## src/rtl/conv_arb_pkg.sv

```systemverilog
package conv_arb_pkg;
  localparam int unsigned NSRC = 2;
  typedef enum logic {SRC_QUEUE = 1'b0, SRC_SCAN = 1'b1} src_e;
endpackage

```

## src/rtl/conv_arb_round.sv

```systemverilog
module conv_arb_round #(
  parameter int unsigned ROUND_CYC = 4
) (
  input  logic clk_i,
  input  logic rst_ni,
  input  logic hold_i,
  output logic rnd_end_o
);
  localparam int unsigned CNT_W = (ROUND_CYC > 2) ? $clog2(ROUND_CYC) : 1;
  localparam logic [CNT_W-1:0] LAST = CNT_W'(ROUND_CYC - 1);

  logic [CNT_W-1:0] cnt_q;

  assign rnd_end_o = (cnt_q == LAST);

  always_ff @(posedge clk_i or negedge rst_ni) begin
    if (!rst_ni)        cnt_q <= '0;
    else if (hold_i)    cnt_q <= '0;
    else if (rnd_end_o) cnt_q <= '0;
    else                cnt_q <= cnt_q + 1'b1;
  end


  hold_no_end_chk: assert property (@(posedge clk_i) disable iff (!rst_ni)
    hold_i |=> !rnd_end_o);

  end_single_chk: assert property (@(posedge clk_i) disable iff (!rst_ni)
    rnd_end_o |=> !rnd_end_o);
endmodule

```

## src/rtl/conv_arb_pick.sv

```systemverilog
module conv_arb_pick
  import conv_arb_pkg::*;
(
  input  logic [NSRC-1:0] slot_en_i,
  input  logic [NSRC-1:0] pend_i,
  input  logic [NSRC-1:0] prio_i,
  input  logic [NSRC-1:0] inject_i,
  input  logic            owned_i,   // a conversion is registered as running
  input  logic            busy_i,    // running and not finishing this cycle
  input  logic            own_src_i,
  output logic            grant_o,
  output logic            gsrc_o
);
  logic [NSRC-1:0] elig;

  for (genvar s = 0; s < NSRC; s++) begin : g_elig
    assign elig[s] = slot_en_i[s] & pend_i[s]
                   & ~(owned_i & (own_src_i == 1'(s)))
                   & (~busy_i | (inject_i[s] & prio_i[s] & ~prio_i[own_src_i]));
  end

  assign grant_o = |elig;
  assign gsrc_o  = elig[1] & (~elig[0] | (prio_i[1] & ~prio_i[0]));
endmodule

```

## src/rtl/conv_arb_track.sv

```systemverilog
module conv_arb_track #(
  parameter int unsigned CH_W       = 3,
  parameter int unsigned SAMPLE_CYC = 3
) (
  input  logic            clk_i,
  input  logic            rst_ni,
  input  logic            start_i,
  input  logic            src_i,
  input  logic [CH_W-1:0] chan_i,
  input  logic            done_i,
  output logic            busy_o,
  output logic            own_src_o,
  output logic [CH_W-1:0] own_chan_o,
  output logic            sample_o,
  output logic [1:0]      ack_o
);
  localparam int unsigned SMP_W = $clog2(SAMPLE_CYC + 1);

  logic [SMP_W-1:0] smp_q;
  logic             fin;

  assign fin        = done_i & busy_o;
  assign ack_o      = {fin & own_src_o, fin & ~own_src_o};
  assign sample_o   = (smp_q != '0);

  always_ff @(posedge clk_i or negedge rst_ni) begin
    if (!rst_ni) begin
      busy_o     <= 1'b0;
      own_src_o  <= 1'b0;
      own_chan_o <= '0;
      smp_q      <= '0;
    end else if (start_i) begin
      busy_o     <= 1'b1;
      own_src_o  <= src_i;
      own_chan_o <= chan_i;
      smp_q      <= SMP_W'(SAMPLE_CYC);
    end else if (fin) begin
      busy_o     <= 1'b0;
      smp_q      <= '0;
    end else if (smp_q != '0) begin
      smp_q      <= smp_q - 1'b1;
    end
  end


  ack_onehot_chk: assert property (@(posedge clk_i) disable iff (!rst_ni)
    $onehot0(ack_o) && ((ack_o != 2'b00) -> busy_o));

  busy_after_start_chk: assert property (@(posedge clk_i) disable iff (!rst_ni)
    start_i |=> busy_o && own_chan_o == $past(chan_i));

  idle_after_done_chk: assert property (@(posedge clk_i) disable iff (!rst_ni)
    (fin && !start_i) |=> !busy_o);

  sample_after_start_chk: assert property (@(posedge clk_i) disable iff (!rst_ni)
    start_i |=> sample_o);
endmodule

```

## src/rtl/conv_arbiter.sv

```systemverilog
module conv_arbiter
  import conv_arb_pkg::*;
#(
  parameter int unsigned CH_W       = 3,
  parameter int unsigned ROUND_CYC  = 4,
  parameter int unsigned SAMPLE_CYC = 3
) (
  input  logic            clk_i,
  input  logic            rst_ni,
  input  logic [NSRC-1:0] slot_en_i,
  input  logic [NSRC-1:0] prio_i,
  input  logic [NSRC-1:0] inject_i,
  input  logic            arb_on_demand_i,
  input  logic            q_pend_i,
  input  logic [CH_W-1:0] q_chan_i,
  input  logic            s_pend_i,
  input  logic [CH_W-1:0] s_chan_i,
  input  logic            conv_done_i,
  output logic            start_o,
  output logic [CH_W-1:0] chan_o,
  output logic            src_o,
  output logic            cancel_o,
  output logic [NSRC-1:0] ack_o,
  output logic            busy_o,
  output logic [CH_W-1:0] cur_chan_o,
  output logic            sample_o
);
  logic [NSRC-1:0] pend;
  logic            hold, rnd_end, grant, gsrc, busy_eff, own_src;

  assign pend     = {s_pend_i, q_pend_i};
  assign hold     = arb_on_demand_i & ~|(slot_en_i & pend);
  assign busy_eff = busy_o & ~conv_done_i;

  conv_arb_round #(.ROUND_CYC(ROUND_CYC)) u_round (
    .clk_i     (clk_i),
    .rst_ni    (rst_ni),
    .hold_i    (hold),
    .rnd_end_o (rnd_end)
  );

  conv_arb_pick u_pick (
    .slot_en_i (slot_en_i),
    .pend_i    (pend),
    .prio_i    (prio_i),
    .inject_i  (inject_i),
    .owned_i   (busy_o),
    .busy_i    (busy_eff),
    .own_src_i (own_src),
    .grant_o   (grant),
    .gsrc_o    (gsrc)
  );

  assign start_o  = rnd_end & grant;
  assign src_o    = gsrc;
  assign chan_o   = (gsrc == SRC_SCAN) ? s_chan_i : q_chan_i;
  assign cancel_o = start_o & busy_eff;

  conv_arb_track #(.CH_W(CH_W), .SAMPLE_CYC(SAMPLE_CYC)) u_track (
    .clk_i      (clk_i),
    .rst_ni     (rst_ni),
    .start_i    (start_o),
    .src_i      (gsrc),
    .chan_i     (chan_o),
    .done_i     (conv_done_i),
    .busy_o     (busy_o),
    .own_src_o  (own_src),
    .own_chan_o (cur_chan_o),
    .sample_o   (sample_o),
    .ack_o      (ack_o)
  );


  slot_mask_chk: assert property (@(posedge clk_i) disable iff (!rst_ni)
    start_o |-> slot_en_i[src_o]);

  tie_to_queue_chk: assert property (@(posedge clk_i) disable iff (!rst_ni)
    (start_o && !busy_o && (&slot_en_i) && q_pend_i && s_pend_i && prio_i[0] == prio_i[1])
      |-> src_o == SRC_QUEUE);

  start_pulse_chk: assert property (@(posedge clk_i) disable iff (!rst_ni)
    start_o |=> !start_o);

  cancel_rule_chk: assert property (@(posedge clk_i) disable iff (!rst_ni)
    cancel_o |-> start_o && inject_i[src_o] && prio_i[src_o] && !prio_i[own_src]);

  no_wait_start_chk: assert property (@(posedge clk_i) disable iff (!rst_ni)
    (start_o && busy_eff) |-> inject_i[src_o]);
endmodule

```

## config.mk

```make
export PLATFORM = sky130hd
export DESIGN_NAME = conv_arbiter
export DESIGN_NICKNAME = d
export VERILOG_FILES = /design/src/rtl/conv_arb_pkg.sv /design/src/rtl/conv_arb_round.sv /design/src/rtl/conv_arb_pick.sv /design/src/rtl/conv_arb_track.sv /design/src/rtl/conv_arbiter.sv
export SDC_FILE = /design/constraint.sdc
export NUM_CORES = 1
export LEC_CHECK = 0
export BUFFER_PORTS_ARGS = -buffer_cell sky130_fd_sc_hd__clkbuf_2
export CAP_MARGIN = 0
export CORE_MARGIN = 2
export CORE_UTILIZATION = 45
export DETAILED_ROUTE_END_ITERATION = 10
export PLACE_DENSITY = 0.77
export SLEW_MARGIN = 20
export SYNTH_ARGS = -nofsm -noshare
export SYNTH_HDL_FRONTEND = slang
export SYNTH_SLANG_ARGS = --single-unit
```

## constraint.sdc

```tcl
create_clock -name clk_i -period 2.4 [get_ports clk_i]
set_input_delay 0.24 -clock clk_i [delete_from_list [all_inputs] [get_ports clk_i]]
set_output_delay 0.24 -clock clk_i [all_outputs]
set_load 0.02 [all_outputs]
```

# Yosys cells after proc, flatten, opt, wreduce, memory -nomap -nowiden
# Cells that the tools add are included.
[totals] regBits=9 latchBits=0 mem_bits_rw=0 mem_bits_ro=0 in_bits=18 output_inout_bits=13 wordCells=58 n_memories=0
[classes] addsub=2 n_mul=0 div=0 order_cmp=1 eq_ne=1 shift=0 mux=10 bitwise=33 reduce_logical=6
[ops] cell="AND 1 bit" count=21
[ops] cell="two-way mux 2 bit" count=5
[ops] cell="inverter 1 bit" count=8
[ops] cell="two-way mux 1 bit" count=4
[ops] cell="nonzero test 2 bit" count=2
[ops] cell="OR reduction 2 bit" count=2
[ops] cell="two-way mux 3 bit" count=1
[ops] cell="OR 1 bit" count=3
[ops] cell="nonzero test 3 bit" count=1
[ops] cell="adder 2 x 1 -> 2 bit, second input constant" count=1
[ops] cell="AND 2 bit" count=1
[ops] cell="== test 2 bit, second input constant" count=1
[ops] cell="less-than comparator 1 x 2 -> 1 bit, second input constant" count=1
[ops] cell="subtractor 2 x 1 -> 2 bit, second input constant" count=1
[ops] cell="logical NOT 1 bit" count=1

# Depth between registers and ports, before layout
# Gate-level depths: netlist (run 1).
[logic_depth] word_depth=10 ltp_mapped=6 mapped_depth_nobuf=6

# Hierarchy
# Synthesis (run 1) repeated with hierarchy kept, for this count alone.
[unflattened] hier_cells=51 area_unflattened_um2=565.5
[modules_own_cells] mod="conv_arb_track" n_inst=1 cells_each=26 area_each_um2=334.1 seq_area_each_um2=175.2
[modules_own_cells] mod="conv_arb_pick" n_inst=1 cells_each=12 area_each_um2=87.6 seq_area_each_um2=0.0
[modules_own_cells] mod="conv_arb_round" n_inst=1 cells_each=5 area_each_um2=78.8 seq_area_each_um2=50.0
[modules_own_cells] mod="conv_arbiter" n_inst=1 cells_each=8 area_each_um2=65.1 seq_area_each_um2=0.0

# Worst setup path before layout (run 1)
# No wires, ideal clock.
[synth_timing] path_kind="register to output" from="register u_track.busy_o" to="output port cancel_o" t_arrival_ns=1.502 t_required_ns=2.160 path_slack_ns=0.658 path_stages_with_launch=5 n_path_buf=0 cell_sequence="dfrtp_1 and2_4 a2111oi_4 nor3_2 nor2_1"
[synth_between] elab_chain_len=7 word_cells_on_any_way=15 cone_classes="14 x bitwise; 1 x reduce/logical"
[synth_lines] element="start: declaration" line="conv_arb_track.sv:11" rtl="output logic busy_o,"
[synth_lines] element="start signal: assignment" line="conv_arb_track.sv:28" rtl="busy_o <= 1'b0;"
[synth_lines] element="start signal: assignment" line="conv_arb_track.sv:33" rtl="busy_o <= 1'b1;"
[synth_lines] element="start signal: assignment" line="conv_arb_track.sv:38" rtl="busy_o <= 1'b0;"
[synth_lines] element="AND 1 bit, on equally long branches" line="conv_arb_pick.sv:18, conv_arbiter.sv:33"
[synth_lines] element="inverter 1 bit, on equally long branches" line="conv_arb_pick.sv:18, conv_arb_pick.sv:19"
[synth_lines] element="AND 1 bit / OR 1 bit (equally long branches)" line="conv_arb_pick.sv:18, conv_arb_pick.sv:19"
[synth_lines] element="AND 1 bit" line="conv_arb_pick.sv:19" rtl="& (~busy_i | (inject_i[s] & prio_i[s] & ~prio_i[own_src_i]));"
[synth_lines] element="OR reduction 2 bit" line="conv_arb_pick.sv:22" rtl="assign grant_o = |elig;"
[synth_lines] element="AND 1 bit" line="conv_arbiter.sv:54" rtl="assign start_o = rnd_end & grant;"
[synth_lines] element="AND 1 bit (*)" line="conv_arbiter.sv:57" rtl="assign cancel_o = start_o & busy_eff;"
[synth_lines] element="end: declaration" line="conv_arbiter.sv:22" rtl="output logic cancel_o,"
# Mark *: on every way between the ends. The rest lies on a longest branch, timed or not.

# Worst setup path after layout (run 1)
[layout_timing] from="register u_round.cnt_q[0]" to="output port start_o"
[layout_between] elab_chain_len=2
[layout_lines] element="start: declaration" line="conv_arb_round.sv:12" rtl="logic [CNT_W-1:0] cnt_q;"
[layout_lines] element="start signal: assignment" line="conv_arb_round.sv:20" rtl="else cnt_q <= cnt_q + 1'b1;"
[layout_lines] element="== test 2 bit" line="conv_arb_round.sv:14" rtl="assign rnd_end_o = (cnt_q == LAST);"
[layout_lines] element="AND 1 bit" line="conv_arbiter.sv:54"
[layout_lines] element="end: declaration" line="conv_arbiter.sv:19" rtl="output logic start_o,"
# Every way passes these cells.

==> results of run 1 <==
[cells by family (layout without fill, tap and decap cells)]
family                     after synthesis  count (layout)  share of synthesized area
AOI/OAI and AO/OA                       17              17                      0.223
buffers and inverters                    6              41                     0.0385
and+or+nand+nor                         28              28                      0.296
adders and majority gates                2               2                     0.0428
DFF                                      9               9                      0.385
xor gates and xnor gates                 1               1                     0.0150
[state kept, by name, summed over array words and instances (netlist names)]
signal,count
u_track.busy_o,1
u_track.own_src_o,1
u_round.cnt_q,2
u_track.own_chan_o,3
u_track.smp_q,2
[worst paths after layout]
check | slack [ps] | end
max in group asynchronous | 1860 | u_track.own_chan_o[2]
worst max-delay path | 320 | start_o
min in group asynchronous | 360 | u_track.smp_q[1]
worst min register to register | 440 | u_round.cnt_q[0]
worst min-delay path | 170 | u_round.cnt_q[0]
worst max register to register | 780 | u_track.own_chan_o[2]
[power breakdown]
part | switching (uW) | internal, uW | total [uW]
registers | 53.9 | 229 | 282
clock network | 52.3 | 64.0 | 116
logic | 235 | 160 | 395
total | 341 | 453 | 794
[area by class of cell]
class | instances | area [sq um]
Inverter | 6 | 22.5
Multi-Input combinational cell | 48 | 337
Tap cell | 14 | 17.5
Timing Repair Buffer | 31 | 160
Sequential cell | 9 | 225
Fill cell | 98 | 368
Clock buffer | 4 | 26.3
[cells in the mapped netlist (all sizes together)]
cell type,instances,share of area
and2,2,0.026
a211o,1,0.017
xor2,1,0.015
inv,6,0.039
nor3,3,0.034
a21oi,2,0.017
a22oi,1,0.013
nand3b,5,0.086
a31oi,3,0.032
ha,2,0.043
o21ai,5,0.043
a22o,1,0.015
dfrtp,9,0.39
a2111oi,1,0.047
and3,1,0.011
a21boi,1,0.013
a211oi,2,0.026
nor2,3,0.019
nand2,7,0.045
nor4,3,0.032
nor2b,3,0.032
nand4,1,0.011
[timing repair]
item                      CTS  global route
hold endpoints to repair    9             0
hold buffers                1             0
gates resized for setup     0             0
[stage by stage]
stage | std cells | area [sq um] | utilization | total power, uW
floorplan | 63 | 584 | - | 553
global placement | 107 | 752 | 0.650 | 674
detailed placement | 107 | 752 | 0.650 | 681
CTS | 112 | 788 | 0.682 | 801
global route | 112 | 788 | 0.682 | 866
finish | 112 | 788 | 0.682 | 794
[routing by layer]
| layer | track usage | vias up |
|---|---|---|
| li1 | - | 304 |
| met1 | 0.220 | 271 |
| met2 | 0.323 | 32 |
| met3 | 0.100 | 4 |
| met4 | 0.0862 | 0 |
| met5 | 0 | - |
[worst max-delay path, cell delays in order, from the launching register on]
cell and delay (ps):
dfrtp_1 350, ha_1 220, inv_1 110, nor3_1 440
nor3_2 140, inv_1 140, clkbuf_2 180
==> flow_summary.toml, run 1 <==
[die]
pin_count = 31
die_h_um = 40.0
initial_utilization = 0.505
die-area_sq_mm = 0.00160
coreArea_sq_mm = 0.00116
die_w_um = 40.0
rows = 12

[clock_tree]
cts_tree = "built"
cts.clk_slew.worst_paths_ps = 50
cts_max_level = 1
cts_sinks = 9
cts_made_buffers = 3
post-cts-setup-buffers = 0
clockBufferDepth = 2
cts_root_buf = "clkbuf_4"
insertion_delay_ps = 270

[layout]
mostFrequentLayoutCell = "clkbuf_2"
antennaDiodeCount = 0
layout_common_cells = "30 x clkbuf_2, 9 x dfrtp_1, 7 x nand2_1, 6 x inv_1, 5 x o21ai_0"
nets = 119
syn_to_final_growth_pct = 34.9
drive_gt1_frac = 0.388

[yosys]
syn_inst = 63
syn-cell-area_sq_um = 584
synthDistinctLibCells = 25
ys_seq_elements = 9
yosys_warnings = 0
postSynthAreaPerCell_sq_um = 9.27
syn-num-nets = 83
yosysSeqAreaShare = 0.385

[setup_path]
r2r_start = "u_round.cnt_q[0]"
end_kind = "primary output"
crit_path_max_fanout = 6
reg2regPathDepth = 6
arrival_ps = 1840
worstSetupPathType = "reg -> out"
crit_start = "u_round.cnt_q[0]"
crit_required_ps = 2160
critPathLaunchType = "flop"

[routing]
vias = 611
via_per_inst = 5.46
drt_iter0_drc = 5
routed_wirelength_um = 1390
ant_nets = 0
wl_met2_um = 653
drt-pass1-iter-count = 4
drcViolationCount = 0
drt-met1-wl_um = 595
met3_length_um = 118
wl_per_cell_um = 12.4
top_layer_used = "met4"

[place]
pre_cts_ws_ps = 642
dp_hpwl_um = 1130
routabilityCongestion = 0.762
portBuffers = 30

[timing]
tns_ps = 0
finalHoldViolCount = 0
finalCritPeriodShare = 0.867
worst_slew_pin_slew_ps = 637
fmax_ghz = 0.481
clock_skew_ps = 7.78
slew_violations = 0
slew_headroom = 0.572
setup_viol = 0
whs_ps = 169
layout_min_cycle_time_ps = 2080
rsz0062_at_grt = "false"
worst_slack_ps = 319

[worst_hold_path]
hold_depth = 2
min_from = "arb_on_demand_i"
hp-class = "in -> reg"

[power]
power.leakage_uw = 0.000413
power.density_mw_per_mm2 = 1010
peakVddDrop_uv = 731

[global_route]
grt_pass1_wl_um = 2010
grt_antenna_before_repair = 0
overflow = 0
grt_pass1_vias = 507
grt_max_degree = 10
grt_use_total = 0.200

[outcome]
status = "complete, no violations"

[run]
max_cap_viol_count = 0
Note: power is estimated with default switching activity, not from simulation.
==> run 2: changes to the inputs <==
Settings changed: CORE_AREA from default to 2 2 39 41, CORE_MARGIN 2 to default, CORE_UTILIZATION 45 to default, DIE_AREA from default to 0 0 41 43, MAX_ROUTING_LAYER from default to met4, PLACE_DENSITY 0.77 to 0.74, REMOVE_ABC_BUFFERS from default to 1, SYNTH_HIERARCHICAL from default to 1.
==> run 2 against run 1 <==
Effect of this change: core utilization fell by 13 points; worst hold slack improved by 120 ps; final cell count shrank 9.8%; non-clock buffer count did not move.
==> flow_summary.toml, run 2 <==
[outcome]
status = "complete, no violations"

[layout]
drive_gt1_frac = 0.541
nets = 106
syn_to_final_growth_pct = 36.1
max_flop_register = "u_track/own_chan_o"
antennaDiodeCount = 0
layout_common_cells = "30 x clkbuf_2, 9 x dfrtp_1, 5 x inv_1, 4 x mux2_4"
largest_reg_flops = 3
reg_top3 = "u_track/own_chan_o: 3 flops, u_round/cnt_q: 2 flops, u_track/smp_q: 2 flops"
fillers = 127
mostFrequentLayoutCell = "clkbuf_2"
utilization = 0.556

[power]
combPwrFrac = 0.502
pwr-share-seq = 0.353
pwr-share-clk = 0.145
peakVddDrop_uv = 578
p_sw_uw = 292
power.leakage_uw = 0.000409
power.density_mw_per_mm2 = 1020
power.internal_uw = 490
sw_frac_of_total = 0.373

[yosys]
yosysMostFrequentCell = "dfrtp_1"
synth_largest_area_cell = "dfrtp_1"
syn-cell-area_sq_um = 566
ys_seq_elements = 9
syn_inst = 51
synthDistinctLibCells = 26
synthTopCellsByCount = "9 x dfrtp_1, 5 x inv_1, 4 x mux2_4"
synth_flop_cell = "dfrtp_1"
synth_area_leaders = "dfrtp_1 40%, mux2_4 11%, mux2_2 6.0%, ha_1 4.4%, and2_1 3.3%"
yosys_warnings = 6
synth_edf_count = 0
yosysTopAreaCellShare = 0.398
yosysSeqAreaShare = 0.398
postSynthAreaPerCell_sq_um = 11.1
ys_async_sr_fraction = 1.00

[routing]
drcViolationCount = 0
vias = 494
drt_iter0_drc = 2
wl_per_cell_um = 11.7
drt-met1-wl_um = 504
via_per_inst = 4.89
drt-pass1-iter-count = 3
routed_wirelength_um = 1190
ant_nets = 0
top_layer_used = "met4"
met3_length_um = 87
wl_met2_um = 586

[die]
pin_count = 31
die_h_um = 43
die_w_um = 41
rows = 14
initial_utilization = 0.409
coreArea_sq_mm = 0.00138
die-area_sq_mm = 0.00176

[global_route]
grt_max_degree = 10
overflow = 0
grt_antenna_before_repair = 0
grt_use_total = 0.168
grt_pass1_wl_um = 1900
grt_pass1_vias = 498

[clock_tree]
cts_tree = "built"
cts_made_buffers = 3
cts_root_buf = "clkbuf_4"
insertion_delay_ps = 260
cts_max_level = 1
post-cts-setup-buffers = 0
clockBufferDepth = 2
cts_sinks = 9
cts.clk_slew.worst_paths_ps = 60

[setup_path]
worstPathCellList = "nor2b_2 -> o21ai_1 -> nand3_1 -> a21oi_2 -> mux2_2 -> clkbuf_2"
crit_slowest_cell = "dfrtp_1"
worstSetupPathType = "reg -> out"
end_kind = "primary output"
crit_path_max_fanout = 7
rrSetupSlack_ps = 430
arrival_ps = 2010
reg2regPathDepth = 6
critPathLaunchType = "flop"
crit_required_ps = 2160
cpPeakStageDelay_ps = 450

[timing]
finalCritPeriodShare = 0.936
rsz0062_at_grt = "false"
worst_slew_pin_slew_ps = 387
slew_violations = 0
tns_ps = 0
finalHoldViolCount = 0
fmax_ghz = 0.445
layout_min_cycle_time_ps = 2250
setup_viol = 0
clock_skew_ps = 2.80
slew_headroom = 0.742
whs_ps = 286

[worst_hold_path]
hp-class = "in -> reg"
hold_depth = 3

[place]
dp_hpwl_um = 979
portBuffers = 30
routabilityCongestion = 0.697

[run]
max_cap_viol_count = 0
run 2: worst max-delay path: cells and delay by family (launching register included):
| kind | cells | cell delay (ps) |
|---|---|---|
| buffers and inverters | 1 | 160 |
| DFF | 1 | 450 |
| AOI/OAI and AO/OA | 2 | 420 |
| muxes | 1 | 380 |
| and+or+nand+nor | 2 | 340 |
run 2: per-layer routing:
metal  GRT usage  vias to the layer above
met4       0.120                        0
met5           -                        -
li1            -                      250
met2       0.253                       17
met3      0.0314                        2
met1       0.187                      225
run 2: area by class of cell:
class	count	area, sq um	share of cell area
Clock buffer	4	26.3	0.0341
Inverter	5	18.8	0.0244
Multi-Input combinational cell	36	319	0.415
Sequential cell	9	225	0.293
Tap cell	16	20.0	0.0260
Timing Repair Buffer	31	160	0.208
run 2: cells by family after synthesis:
group | count (synthesis) | synth area share
AND/OR/NAND/NOR | 17 | 0.199
multiplexers | 7 | 0.166
buffers and inverters | 6 | 0.0531
XOR/XNOR | 1 | 0.0155
adder cells (fa/ha/maj) | 2 | 0.0442
flip-flops | 9 | 0.398
AO/OA/AOI/OAI | 9 | 0.124
run 2: worst paths after layout:
kind                                         endpoint             start
worst max-delay path                        chan_o[1]    u_track/busy_o
worst min-delay path                   u_track/busy_o       conv_done_i
worst max register to register  u_track/own_chan_o[0]    u_track/busy_o
worst min register to register       u_round/cnt_q[0]  u_round/cnt_q[0]
max in group asynchronous           u_track/own_src_o            rst_ni
min in group asynchronous       u_track/own_chan_o[1]            rst_ni
run 2: per-stage QoR:
step	total power (uW)	area [sq um]	setup WS [ps]	instances
2_1_floorplan	554	554	39.3	50
3_3_place_gp	652	724	285	96
3_5_place_dp	666	724	256	96
4_1_cts	789	762	8.35	101
5_1_grt	852	769	7.82	101
6_report	782	769	153	101
run 2: timing repair:
action	in CTS	in global routing
endpoints found under the hold margin	9	0
gates resized for setup	1	3
hold buffers	1	0
endpoints found under the setup margin	1	4
run 2: power by group through the flow:
stage               Clock [uW]  Combinational [uW]  Sequential [uW]
floorplan                    0                 248              306
global route               130                 437              284
global placement             0                 380              273
detailed placement           0                 388              278
CTS                        121                 392              275
finish                     113                 393              276
